File: config.mk
export PLATFORM = sky130hd
export DESIGN_NAME = ptimer
export DESIGN_NICKNAME = d
export VERILOG_FILES = /design/src/rtl/ptimer_pkg.sv /design/src/rtl/ptimer_ctrl.sv /design/src/rtl/ptimer_datapath.sv /design/src/rtl/ptimer.sv
export SDC_FILE = /design/constraint.sdc
export NUM_CORES = 1
export LEC_CHECK = 0
export ABC_AREA = 1
export ABC_CLOCK_PERIOD_IN_PS = 2100
export BUFFER_PORTS_ARGS = -buffer_cell sky130_fd_sc_hd__buf_4
export CAP_MARGIN = 20
export CORE_MARGIN = 2
export CORE_UTILIZATION = 52
export DETAILED_ROUTE_END_ITERATION = 7
export PLACE_DENSITY_LB_ADDON = 0.3
export SLEW_MARGIN = 20
export SYNTH_ARGS = -nofsm -noshare
export SYNTH_HDL_FRONTEND = slang
export SYNTH_SLANG_ARGS = --single-unit
File: constraint.sdc
create_clock -name clk -period 2.1 [get_ports clk]
set_input_delay 0.105 -clock clk [delete_from_list [all_inputs] [get_ports clk]]
set_output_delay 0.105 -clock clk [all_outputs]
set_load 0.005 [all_outputs]
File: src/rtl/ptimer_pkg.sv
package ptimer_pkg;

  typedef enum logic [1:0] {
    SEL_RELOAD = 2'd0,
    SEL_COUNT  = 2'd1,
    SEL_CTRL   = 2'd2,
    SEL_FLAG   = 2'd3
  } regSel_t;

  typedef struct packed {
    logic wrReload;
    logic wrCount;
    logic wrCtrl;
    logic wrFlag;
    logic enRise;
    logic decEvent;
  } tmrStrobe_t;

  localparam int unsigned CTRL_EN_BIT   = 0;
  localparam int unsigned CTRL_PER_BIT  = 1;
  localparam int unsigned CTRL_PRE_LSB  = 8;

endpackage

File: src/rtl/ptimer_ctrl.sv
module ptimer_ctrl
  import ptimer_pkg::*;
#(
  parameter int unsigned PRE_W = 8
) (
  input  logic             clk,
  input  logic             rst,
  input  logic             wrEn,
  input  logic [3:0]       addr,
  input  logic             wrEnBit,
  input  logic             enable,
  input  logic [PRE_W-1:0] prescale,
  input  logic             countZero,
  output tmrStrobe_t       strb
);

  regSel_t          sel;
  logic [PRE_W-1:0] preCnt;
  logic             restart;
  logic             running;

  always_comb begin
    sel           = regSel_t'(addr[3:2]);
    strb.wrReload = wrEn && (sel == SEL_RELOAD);
    strb.wrCount  = wrEn && (sel == SEL_COUNT);
    strb.wrCtrl   = wrEn && (sel == SEL_CTRL);
    strb.wrFlag   = wrEn && (sel == SEL_FLAG);
    strb.enRise   = strb.wrCtrl && !enable && wrEnBit;
    restart       = strb.wrReload || strb.wrCount || strb.enRise;
    running       = enable && !countZero;
    // a phase beyond a newly lowered prescale still fires at once
    strb.decEvent = !restart && running && (preCnt >= prescale);
  end

  always_ff @(posedge clk) begin
    if (rst)                preCnt <= '0;
    else if (restart)       preCnt <= '0;
    else if (strb.decEvent) preCnt <= '0;
    else if (running)       preCnt <= preCnt + 1'b1;
  end

  // with a non-zero prescale two decrements are never adjacent
  assert_prescale_gap_R3: assert property (@(posedge clk) disable iff (rst)
    (strb.decEvent && prescale != '0 && !strb.wrCtrl) |=> !strb.decEvent);

  // a restart in the same cycle always suppresses the decrement
  assert_restart_wins_R13: assert property (@(posedge clk) disable iff (rst)
    (strb.wrCount || strb.wrReload) |-> !strb.decEvent);

  // a restart leaves the phase at zero
  assert_phase_cleared_R3: assert property (@(posedge clk) disable iff (rst)
    (strb.wrCount || strb.wrReload || strb.enRise) |=> preCnt == '0);

endmodule

File: src/rtl/ptimer_datapath.sv
module ptimer_datapath
  import ptimer_pkg::*;
#(
  parameter int unsigned DATA_W = 32,
  parameter int unsigned PRE_W  = 8
) (
  input  logic              clk,
  input  logic              rst,
  input  tmrStrobe_t        strb,
  input  logic [3:0]        addr,
  input  logic [DATA_W-1:0] wrData,
  output logic [DATA_W-1:0] rdData,
  output logic              irq,
  output logic              enable,
  output logic [PRE_W-1:0]  prescale,
  output logic              countZero
);

  localparam int unsigned PRE_MSB = CTRL_PRE_LSB + PRE_W - 1;

  logic [DATA_W-1:0] reloadReg;
  logic [DATA_W-1:0] countReg;
  logic              periodic;
  logic              flag;
  logic              expire;
  logic              flagNext;
  logic [DATA_W-1:0] countNext;
  logic [DATA_W-1:0] ctrlView;

  always_comb begin
    countZero = (countReg == '0);
    expire    = strb.decEvent && (countReg == DATA_W'(1));

    flagNext = flag;
    if (strb.wrFlag && wrData[0]) flagNext = 1'b0;
    if (expire)                   flagNext = 1'b1;

    countNext = countReg;
    if (strb.wrReload || strb.wrCount)
      countNext = wrData;
    else if (strb.enRise && countZero && wrData[CTRL_PER_BIT])
      countNext = reloadReg;
    else if (expire)
      countNext = periodic ? reloadReg : '0;
    else if (strb.decEvent)
      countNext = countReg - 1'b1;
  end

  always_ff @(posedge clk) begin
    if (rst) begin
      reloadReg <= '0;
      countReg  <= '0;
      enable    <= 1'b0;
      periodic  <= 1'b0;
      prescale  <= '0;
      flag      <= 1'b0;
      irq       <= 1'b0;
    end else begin
      if (strb.wrReload) reloadReg <= wrData;
      if (strb.wrCtrl) begin
        enable   <= wrData[CTRL_EN_BIT];
        periodic <= wrData[CTRL_PER_BIT];
        prescale <= wrData[PRE_MSB:CTRL_PRE_LSB];
      end
      countReg <= countNext;
      flag     <= flagNext;
      irq      <= flagNext && !flag;
    end
  end

  always_comb begin
    ctrlView                         = '0;
    ctrlView[CTRL_EN_BIT]            = enable;
    ctrlView[CTRL_PER_BIT]           = periodic;
    ctrlView[PRE_MSB:CTRL_PRE_LSB]   = prescale;
    unique case (regSel_t'(addr[3:2]))
      SEL_RELOAD: rdData = reloadReg;
      SEL_COUNT:  rdData = (enable && !countZero) ? countReg : '0;
      SEL_CTRL:   rdData = ctrlView;
      SEL_FLAG:   rdData = {{(DATA_W-1){1'b0}}, flag};
      default:    rdData = '0;
    endcase
  end

  // one-shot expiry parks the count at zero
  assert_oneshot_stop_R6: assert property (@(posedge clk) disable iff (rst)
    (expire && !periodic) |=> (countReg == '0) && flag);

  // periodic expiry refills from the reload word
  assert_periodic_refill_R5: assert property (@(posedge clk) disable iff (rst)
    (expire && periodic) |=> countReg == $past(reloadReg));

  // a pulse only accompanies a fresh flag
  assert_irq_on_rise_R12: assert property (@(posedge clk) disable iff (rst)
    irq |-> (flag && !$past(flag)));

  // the flag stays set unless cleared by a one in bit 0
  assert_flag_sticky_R11: assert property (@(posedge clk) disable iff (rst)
    (flag && !(strb.wrFlag && wrData[0])) |=> flag);

  // a disabled timer holds its count unless written
  assert_hold_disabled_R10: assert property (@(posedge clk) disable iff (rst)
    (!enable && !strb.wrCtrl && !strb.wrCount && !strb.wrReload) |=> $stable(countReg));

  // a count write lands as written
  assert_count_write_R8: assert property (@(posedge clk) disable iff (rst)
    strb.wrCount |=> countReg == $past(wrData));

endmodule

File: src/rtl/ptimer.sv
module ptimer
  import ptimer_pkg::*;
#(
  parameter int unsigned DATA_W = 32,
  parameter int unsigned PRE_W  = 8
) (
  input  logic              clk,
  input  logic              rst,
  input  logic              wrEn,
  input  logic [3:0]        addr,
  input  logic [DATA_W-1:0] wrData,
  output logic [DATA_W-1:0] rdData,
  output logic              irq
);

  tmrStrobe_t       strb;
  logic             enable;
  logic [PRE_W-1:0] prescale;
  logic             countZero;

  ptimer_ctrl #(.PRE_W(PRE_W)) uCtrl (
    .clk       (clk),
    .rst       (rst),
    .wrEn      (wrEn),
    .addr      (addr),
    .wrEnBit   (wrData[CTRL_EN_BIT]),
    .enable    (enable),
    .prescale  (prescale),
    .countZero (countZero),
    .strb      (strb)
  );

  ptimer_datapath #(.DATA_W(DATA_W), .PRE_W(PRE_W)) uData (
    .clk       (clk),
    .rst       (rst),
    .strb      (strb),
    .addr      (addr),
    .wrData    (wrData),
    .rdData    (rdData),
    .irq       (irq),
    .enable    (enable),
    .prescale  (prescale),
    .countZero (countZero)
  );

endmodule

-- After elaboration in Yosys (flattened, before gate mapping)
Cells that the tools add are included.
- input port bits: 39
- logic and storage cells: 48
- register bits after elaboration: 84
- output and inout bits: 33
- eq/ne operators: 4
- reduce and logical (&&, ||, !) cells: 24
- $lt $le $gt $ge: 1
- $add $sub $neg: 2
- muxes and demuxes: 9
- operators with widths (kind ; count):
    $mux 32 ; 6
    $pmux 32 s4 ; 1
    $eq 32x1->1 const B ; 1
    $logic_not 32->1 ; 1
    $sub 32x1->32 const B ; 1
    $logic_and 1x1->1 ; 14
    $add 8x1->8 const B ; 1
    $ge 8x8->1 ; 1
    $eq 2x2->1 const B ; 2
    $logic_not 1->1 ; 4
    $reduce_bool 4->1 ; 1
    $reduce_or 3->1 ; 1
    $eq 2x1->1 const B ; 1
    $logic_not 2->1 ; 1
    $logic_or 1x1->1 ; 2
    $mux 1 ; 2

-- Depth between registers and ports, before layout
- word-level depth: 12
- mapped depth: 17
- gate-level depth less buffers: 16

-- Modules after synthesis
Synthesis repeated with hierarchy kept, for this count alone.
- cell total of the unflattened synthesis: 868
- area total of the unflattened synthesis: 5672.9 µm²
- modules (own cells, without submodules) (module ; area an instance (µm²) ; sequential area each (µm²) ; instances ; cells each):
    ptimer_datapath ; 4981.0 ; 1521.5 ; 1 ; 765
    ptimer_ctrl ; 691.9 ; 160.2 ; 1 ; 103

-- Worst setup path before layout
No wires, ideal clock.
- kind: register to register
- start: reg uCtrl.preCnt[0]
- end: reg uData.countReg[25]
- cell stages (with the launch flop): 17
- data required time: 1980 ps
- library setup time: 120 ps
- setup slack: 215 ps
- path buffers: 1
- arrival time: 1765 ps
- clock period less this slack: 1885 ps
- cells stage by stage: dfxtp_1 -> inv_1 -> ha_1 -> nand2_1 -> nand3_1 -> nand2_1 -> nand2_1 -> nand2_1 -> nand2_1 -> inv_1 -> nor2_4 -> buf_2 -> nand3_1 -> nand3_1 -> nand2_1 -> nand2_1 -> a21oi_2
- longest elaborated chain between the ends: 6
- elaborated cells on any way between the ends: 7
- classes of those cells: 1 x order compare; 3 x mux; 3 x reduce/logical
- RTL lines (element ; RTL line ; source):
    from (decl) ; ptimer_ctrl.sv:18 ; logic [PRE_W-1:0] preCnt;
    from (signal assigned) ; ptimer_ctrl.sv:39 ; else if (running) preCnt <= preCnt + 1'b1;
    $ge 8x8->1 * ; ptimer_ctrl.sv:32 ; strb.decEvent = !restart && running && (preCnt >= prescale);
    $logic_and 1x1->1 * ; ptimer_ctrl.sv:32 ;
    $logic_and 1x1->1 ; ptimer_datapath.sv:32 ; expire = strb.decEvent && (countReg == DATA_W'(1));
    $mux 32 ; ptimer_datapath.sv:43 ; else if (expire)
    $mux 32 ; ptimer_datapath.sv:41 ; else if (strb.enRise && countZero && wrData[CTRL_PER_BIT])
    $mux 32 ; ptimer_datapath.sv:39 ; if (strb.wrReload || strb.wrCount)
    to (signal assigned) ; ptimer_datapath.sv:65 ; countReg <= countNext;
    to (decl) ; ptimer_datapath.sv:22 ; logic [DATA_W-1:0] countReg;
Mark *: on every way between the ends. The rest lies on a longest branch, timed or not.
A chain may end at the register's enable or synchronous reset.

-- Worst setup path after layout
- start: reg uData.countReg[0]
- end: out rdData[19]
- longest elaborated chain between the ends: 5
- RTL lines (element ; RTL line ; source):
    $logic_not 32->1 ; ptimer_datapath.sv:31 ; countZero = (countReg == '0);
    $logic_not 1->1 ; ptimer_datapath.sv:78 ; SEL_COUNT: rdData = (enable && !countZero) ? countReg : '0;
    $logic_and 1x1->1 ; ptimer_datapath.sv:78 ;
    $mux 32 ; ptimer_datapath.sv:78 ;
    $pmux 32 s4 ; ptimer_datapath.sv:76 ; unique case (regSel_t'(addr[3:2]))
    to (decl) ; ptimer.sv:12 ; output logic [DATA_W-1:0] rdData,
Every way passes these cells.

==> metrics.txt <==
# TYPE chip_impl_metric gauge
chip_impl_metric{name="max_cap_viols",unit=""} 0
chip_impl_info{name="synth_top_cell_by_area",value="sky130_fd_sc_hd__dfxtp_1"} 1
chip_impl_metric{name="grt_start_max_net_pins",unit=""} 64
chip_impl_metric{name="core_region_area",unit="µm²"} 11500
chip_impl_metric{name="initial_core_utilization",unit="%"} 53.5
chip_impl_info{name="hp-class",value="primary input to register"} 1
chip_impl_metric{name="vias_in_the_first_global_route",unit=""} 5844
chip_impl_metric{name="design.die.area",unit="µm²"} 12700
chip_impl_metric{name="ys_warns",unit=""} 0
chip_impl_info{name="setup.worst_path.end_class",value="output port"} 1
chip_impl_info{name="netlist_top_cells_area",value="sky130_fd_sc_hd__dfxtp_1 (27%), sky130_fd_sc_hd__nand2_1 (12%), sky130_fd_sc_hd__nand3_1 (7.8%)"} 1
chip_impl_metric{name="peakVddDrop",unit="mV"} 0.619
chip_impl_metric{name="post-route-util",unit="%"} 70.2
chip_impl_metric{name="worstPathRequired",unit="ns"} 2.00
chip_impl_metric{name="io_pins",unit=""} 72
chip_impl_metric{name="vias_per_cell",unit=""} 5.72
chip_impl_info{name="tritoncts",value="built"} 1
chip_impl_metric{name="grt_util_all_layers",unit="%"} 28.5
chip_impl_metric{name="power-per-cell-area",unit="nW/µm²"} 613
chip_impl_metric{name="dr.first_iter.drc_count",unit=""} 529
chip_impl_metric{name="post_synth_num_cell_types",unit=""} 39
chip_impl_metric{name="placed_cells_incl_taps",unit=""} 1158
chip_impl_info{name="critical_path.startpoint_type",value="register"} 1
chip_impl_info{name="run_status",value="finished, final reports clean"} 1
chip_impl_metric{name="grtUsageMet3",unit="%"} 4.00
chip_impl_metric{name="maxSlewViolCount",unit=""} 0
chip_impl_metric{name="clkSinkCount",unit=""} 84
chip_impl_metric{name="seq_area_frac_synth",unit="%"} 27.4
chip_impl_info{name="layout_common_cells",value="sky130_fd_sc_hd__nand2_1 (192), sky130_fd_sc_hd__inv_1 (117), sky130_fd_sc_hd__buf_4 (115)"} 1
chip_impl_metric{name="drive_above_1_share",unit="%"} 28.6
chip_impl_info{name="grt_setup_unrepaired",value="true"} 1
chip_impl_metric{name="globalRouteMet2Util",unit="%"} 47.5
chip_impl_metric{name="clock-skew-final",unit="ns"} 0.0114
chip_impl_metric{name="overflow",unit=""} 0
chip_impl_metric{name="worst_slack",unit="ns"} 0.0226
chip_impl_metric{name="max_clock_freq",unit="MHz"} 481
chip_impl_metric{name="layout_worst_path_cycle_share",unit="%"} 98.9
chip_impl_metric{name="die_y",unit="µm"} 113
chip_impl_metric{name="area_delta_synth_final",unit="%"} 31.3
chip_impl_metric{name="detailedPlacementHpwl",unit="µm"} 11900
chip_impl_metric{name="finalCriticalPeriod",unit="ns"} 2.08
chip_impl_metric{name="num_antenna_cells",unit=""} 0
chip_impl_metric{name="worst-endpoint-arrival",unit="ns"} 1.97
chip_impl_metric{name="number_of_instances_in_the_synthesized_netlist",unit=""} 952
chip_impl_metric{name="initial_antenna_violation_count",unit=""} 0
chip_impl_info{name="clockRootBuffer",value="sky130_fd_sc_hd__clkbuf_16"} 1
chip_impl_metric{name="wl_per_cell",unit="µm"} 16.8
chip_impl_metric{name="number_of_standard_cells_in_the_layout_taps_in_and_fillers_out",unit=""} 1196
chip_impl_metric{name="placement_rows",unit=""} 39
chip_impl_info{name="top_usage_layer",value="met2"} 1
chip_impl_info{name="criticalPathCategory",value="register to output port"} 1
chip_impl_metric{name="clk_transition_reported_paths",unit="ns"} 0.07
chip_impl_metric{name="grt_first_pass_wirelength",unit="µm"} 29300
chip_impl_metric{name="cts-buffers-inserted",unit=""} 9
chip_impl_metric{name="drt_wl_total",unit="µm"} 20100
chip_impl_metric{name="route.antenna.remaining_nets",unit=""} 0
chip_impl_metric{name="yosys.area.top_type_share",unit="%"} 27.4
chip_impl_metric{name="clk_latency",unit="ns"} 0.35
chip_impl_metric{name="drt-pass1-iter-count",unit=""} 5
chip_impl_metric{name="post_synth_instance_area",unit="µm²"} 6130
chip_impl_metric{name="vias",unit=""} 6838
chip_impl_metric{name="final-hold-violation-count",unit=""} 0
chip_impl_metric{name="worst_pin_slew",unit="ns"} 0.586
chip_impl_metric{name="gpl.final_weighted_congestion",unit=""} 0.893
chip_impl_metric{name="pre_cts_slack",unit="ns"} 0.0556
chip_impl_metric{name="clockBufferDepth",unit=""} 2
chip_impl_metric{name="synth.net_count",unit=""} 1003
chip_impl_metric{name="yosys_register_bits",unit=""} 84
chip_impl_info{name="layout.cells.most_common",value="sky130_fd_sc_hd__nand2_1"} 1
chip_impl_metric{name="postSynthAreaPerCell",unit="µm²"} 6.44
chip_impl_metric{name="final_nets",unit=""} 1099
chip_impl_metric{name="port_buffers",unit=""} 69
chip_impl_metric{name="finalSetupViolations",unit=""} 0
chip_impl_metric{name="relSlewSlack",unit="%"} 60.9
chip_impl_metric{name="detail_route.drc_violations",unit=""} 0
chip_impl_metric{name="critical_path.max_fanout",unit=""} 5
chip_impl_metric{name="floorplan.die.width",unit="µm"} 113
chip_impl_metric{name="total_leakage_power",unit="nW"} 3.54
chip_impl_metric{name="grt_use_met1",unit="%"} 38.0
chip_impl_metric{name="h-tree-depth",unit=""} 3
-- synthesized netlist by cell type --
| cell | number |
|---|---|
| sky130_fd_sc_hd__nand4_2 | 1 |
| sky130_fd_sc_hd__buf_1 | 1 |
| sky130_fd_sc_hd__nor2_1 | 54 |
| sky130_fd_sc_hd__nor2_2 | 9 |
| sky130_fd_sc_hd__o221ai_1 | 9 |
| sky130_fd_sc_hd__nand2_1 | 198 |
| sky130_fd_sc_hd__o21ai_1 | 60 |
| sky130_fd_sc_hd__inv_1 | 122 |
| sky130_fd_sc_hd__and2_1 | 1 |
| sky130_fd_sc_hd__dfxtp_1 | 84 |
| sky130_fd_sc_hd__xor2_1 | 22 |
| sky130_fd_sc_hd__a21oi_2 | 5 |
| sky130_fd_sc_hd__clkinv_1 | 3 |
| sky130_fd_sc_hd__buf_2 | 8 |
| sky130_fd_sc_hd__nand4_4 | 1 |
| sky130_fd_sc_hd__buf_4 | 4 |
| sky130_fd_sc_hd__nand3_4 | 1 |
| sky130_fd_sc_hd__nand3b_1 | 2 |
| sky130_fd_sc_hd__nand3_2 | 2 |
| sky130_fd_sc_hd__nor3b_1 | 1 |
| sky130_fd_sc_hd__nor3_1 | 3 |
| sky130_fd_sc_hd__buf_6 | 7 |
| sky130_fd_sc_hd__a21oi_1 | 78 |
| sky130_fd_sc_hd__nand4_1 | 5 |
| sky130_fd_sc_hd__ha_1 | 12 |
| sky130_fd_sc_hd__nor3b_2 | 1 |
| sky130_fd_sc_hd__nor2_8 | 4 |
| sky130_fd_sc_hd__clkbuf_1 | 33 |
| sky130_fd_sc_hd__nand3_1 | 96 |
| sky130_fd_sc_hd__o21ai_0 | 48 |
| sky130_fd_sc_hd__o32ai_1 | 19 |
| sky130_fd_sc_hd__nand2_2 | 3 |
| sky130_fd_sc_hd__o21a_1 | 1 |
| sky130_fd_sc_hd__xnor2_1 | 5 |
| sky130_fd_sc_hd__inv_2 | 6 |
| sky130_fd_sc_hd__nor2_4 | 7 |
| sky130_fd_sc_hd__o2111ai_1 | 1 |
| sky130_fd_sc_hd__or2_2 | 31 |
| sky130_fd_sc_hd__nand2_4 | 4 |
-- cell families after synthesis --
kind of cell,synth area share (%)
fa+ha+maj,2.45
compound gates,20.2
flops,27.4
xor+xnor,3.86
buf+inv,12.5
simple gates,33.6
-- cell type report --
class	count	area (µm²)
clock inverter	4	72.6
tap	143	179
timing repair buffer	137	1290
clock buffer	12	246
multi-input combinational	685	4060
fill	935	3420
sequential	84	1710
inverter	131	492
-- registers in the layout (all words and copies together) (netlist names) --
signal           flops
uData.countReg      32
uData.reloadReg     32
uCtrl.preCnt         8
uData.prescale       8
uData.enable         1
uData.flag           1
uData.irq            1
uData.periodic       1
-- power by group --
part	internal, W	switching (W)	leakage, nW
Sequential	0.00169	0.0000980	0.695
Combinational	0.000554	0.000834	2.69
Clock	0.00107	0.000678	0.153
-- worst max-delay path, cell delays in order (launching register included) --
cell                      delay, ns
sky130_fd_sc_hd__dfxtp_2       0.34
sky130_fd_sc_hd__inv_2         0.05
sky130_fd_sc_hd__ha_2          0.18
sky130_fd_sc_hd__nand2_2       0.09
sky130_fd_sc_hd__nor2_4        0.04
sky130_fd_sc_hd__nand2_4       0.09
sky130_fd_sc_hd__inv_2         0.05
sky130_fd_sc_hd__nand2_4       0.09
sky130_fd_sc_hd__nand2_8       0.10
sky130_fd_sc_hd__buf_16        0.18
sky130_fd_sc_hd__o32ai_4       0.23
sky130_fd_sc_hd__buf_4         0.16
-- worst paths after layout --
path | slack, ns | cells after the start | end | startpoint
setup / recovery | 0.02 | 11 | rdData[19] | uData.countReg[0]
hold / removal | 0.04 | 3 | uData.reloadReg[23] | wrData[23]
setup reg to reg | 0.07 | 13 | uData.countReg[24] | uData.countReg[0]
hold reg to reg | 0.47 | 1 | uData.irq | uData.flag
-- per-layer routing --
layer	share of wire (%)	vias to the layer above
li1	-	3322
met1	41	3139
met2	48	322
met3	7.6	55
met4	3.3	0
met5	0	-
-- metrics by stage --
stage	hold slack, ns	setup TNS [ns]	total power (W)	cell area, µm²
finish	0.0392	0	0.00493	8050
global route	0.0470	-4.81	0.00515	8050
CTS	0.0325	0	0.00478	7480
detailed placement	0.316	0	0.00300	6980
global placement	0.315	0	0.00298	6980
floorplan	0.174	0	0.00263	6130
-- repair_timing --
action	4_1_cts	5_1_grt
gates resized for setup	22	80
pin swaps	1	18
setup endpoints to repair	19	66
gates cloned	1	9
buffers inserted	1	10
hold endpoints to repair	4	0
hold buffers	1	0
Note: power is estimated with default switching activity, not from simulation.
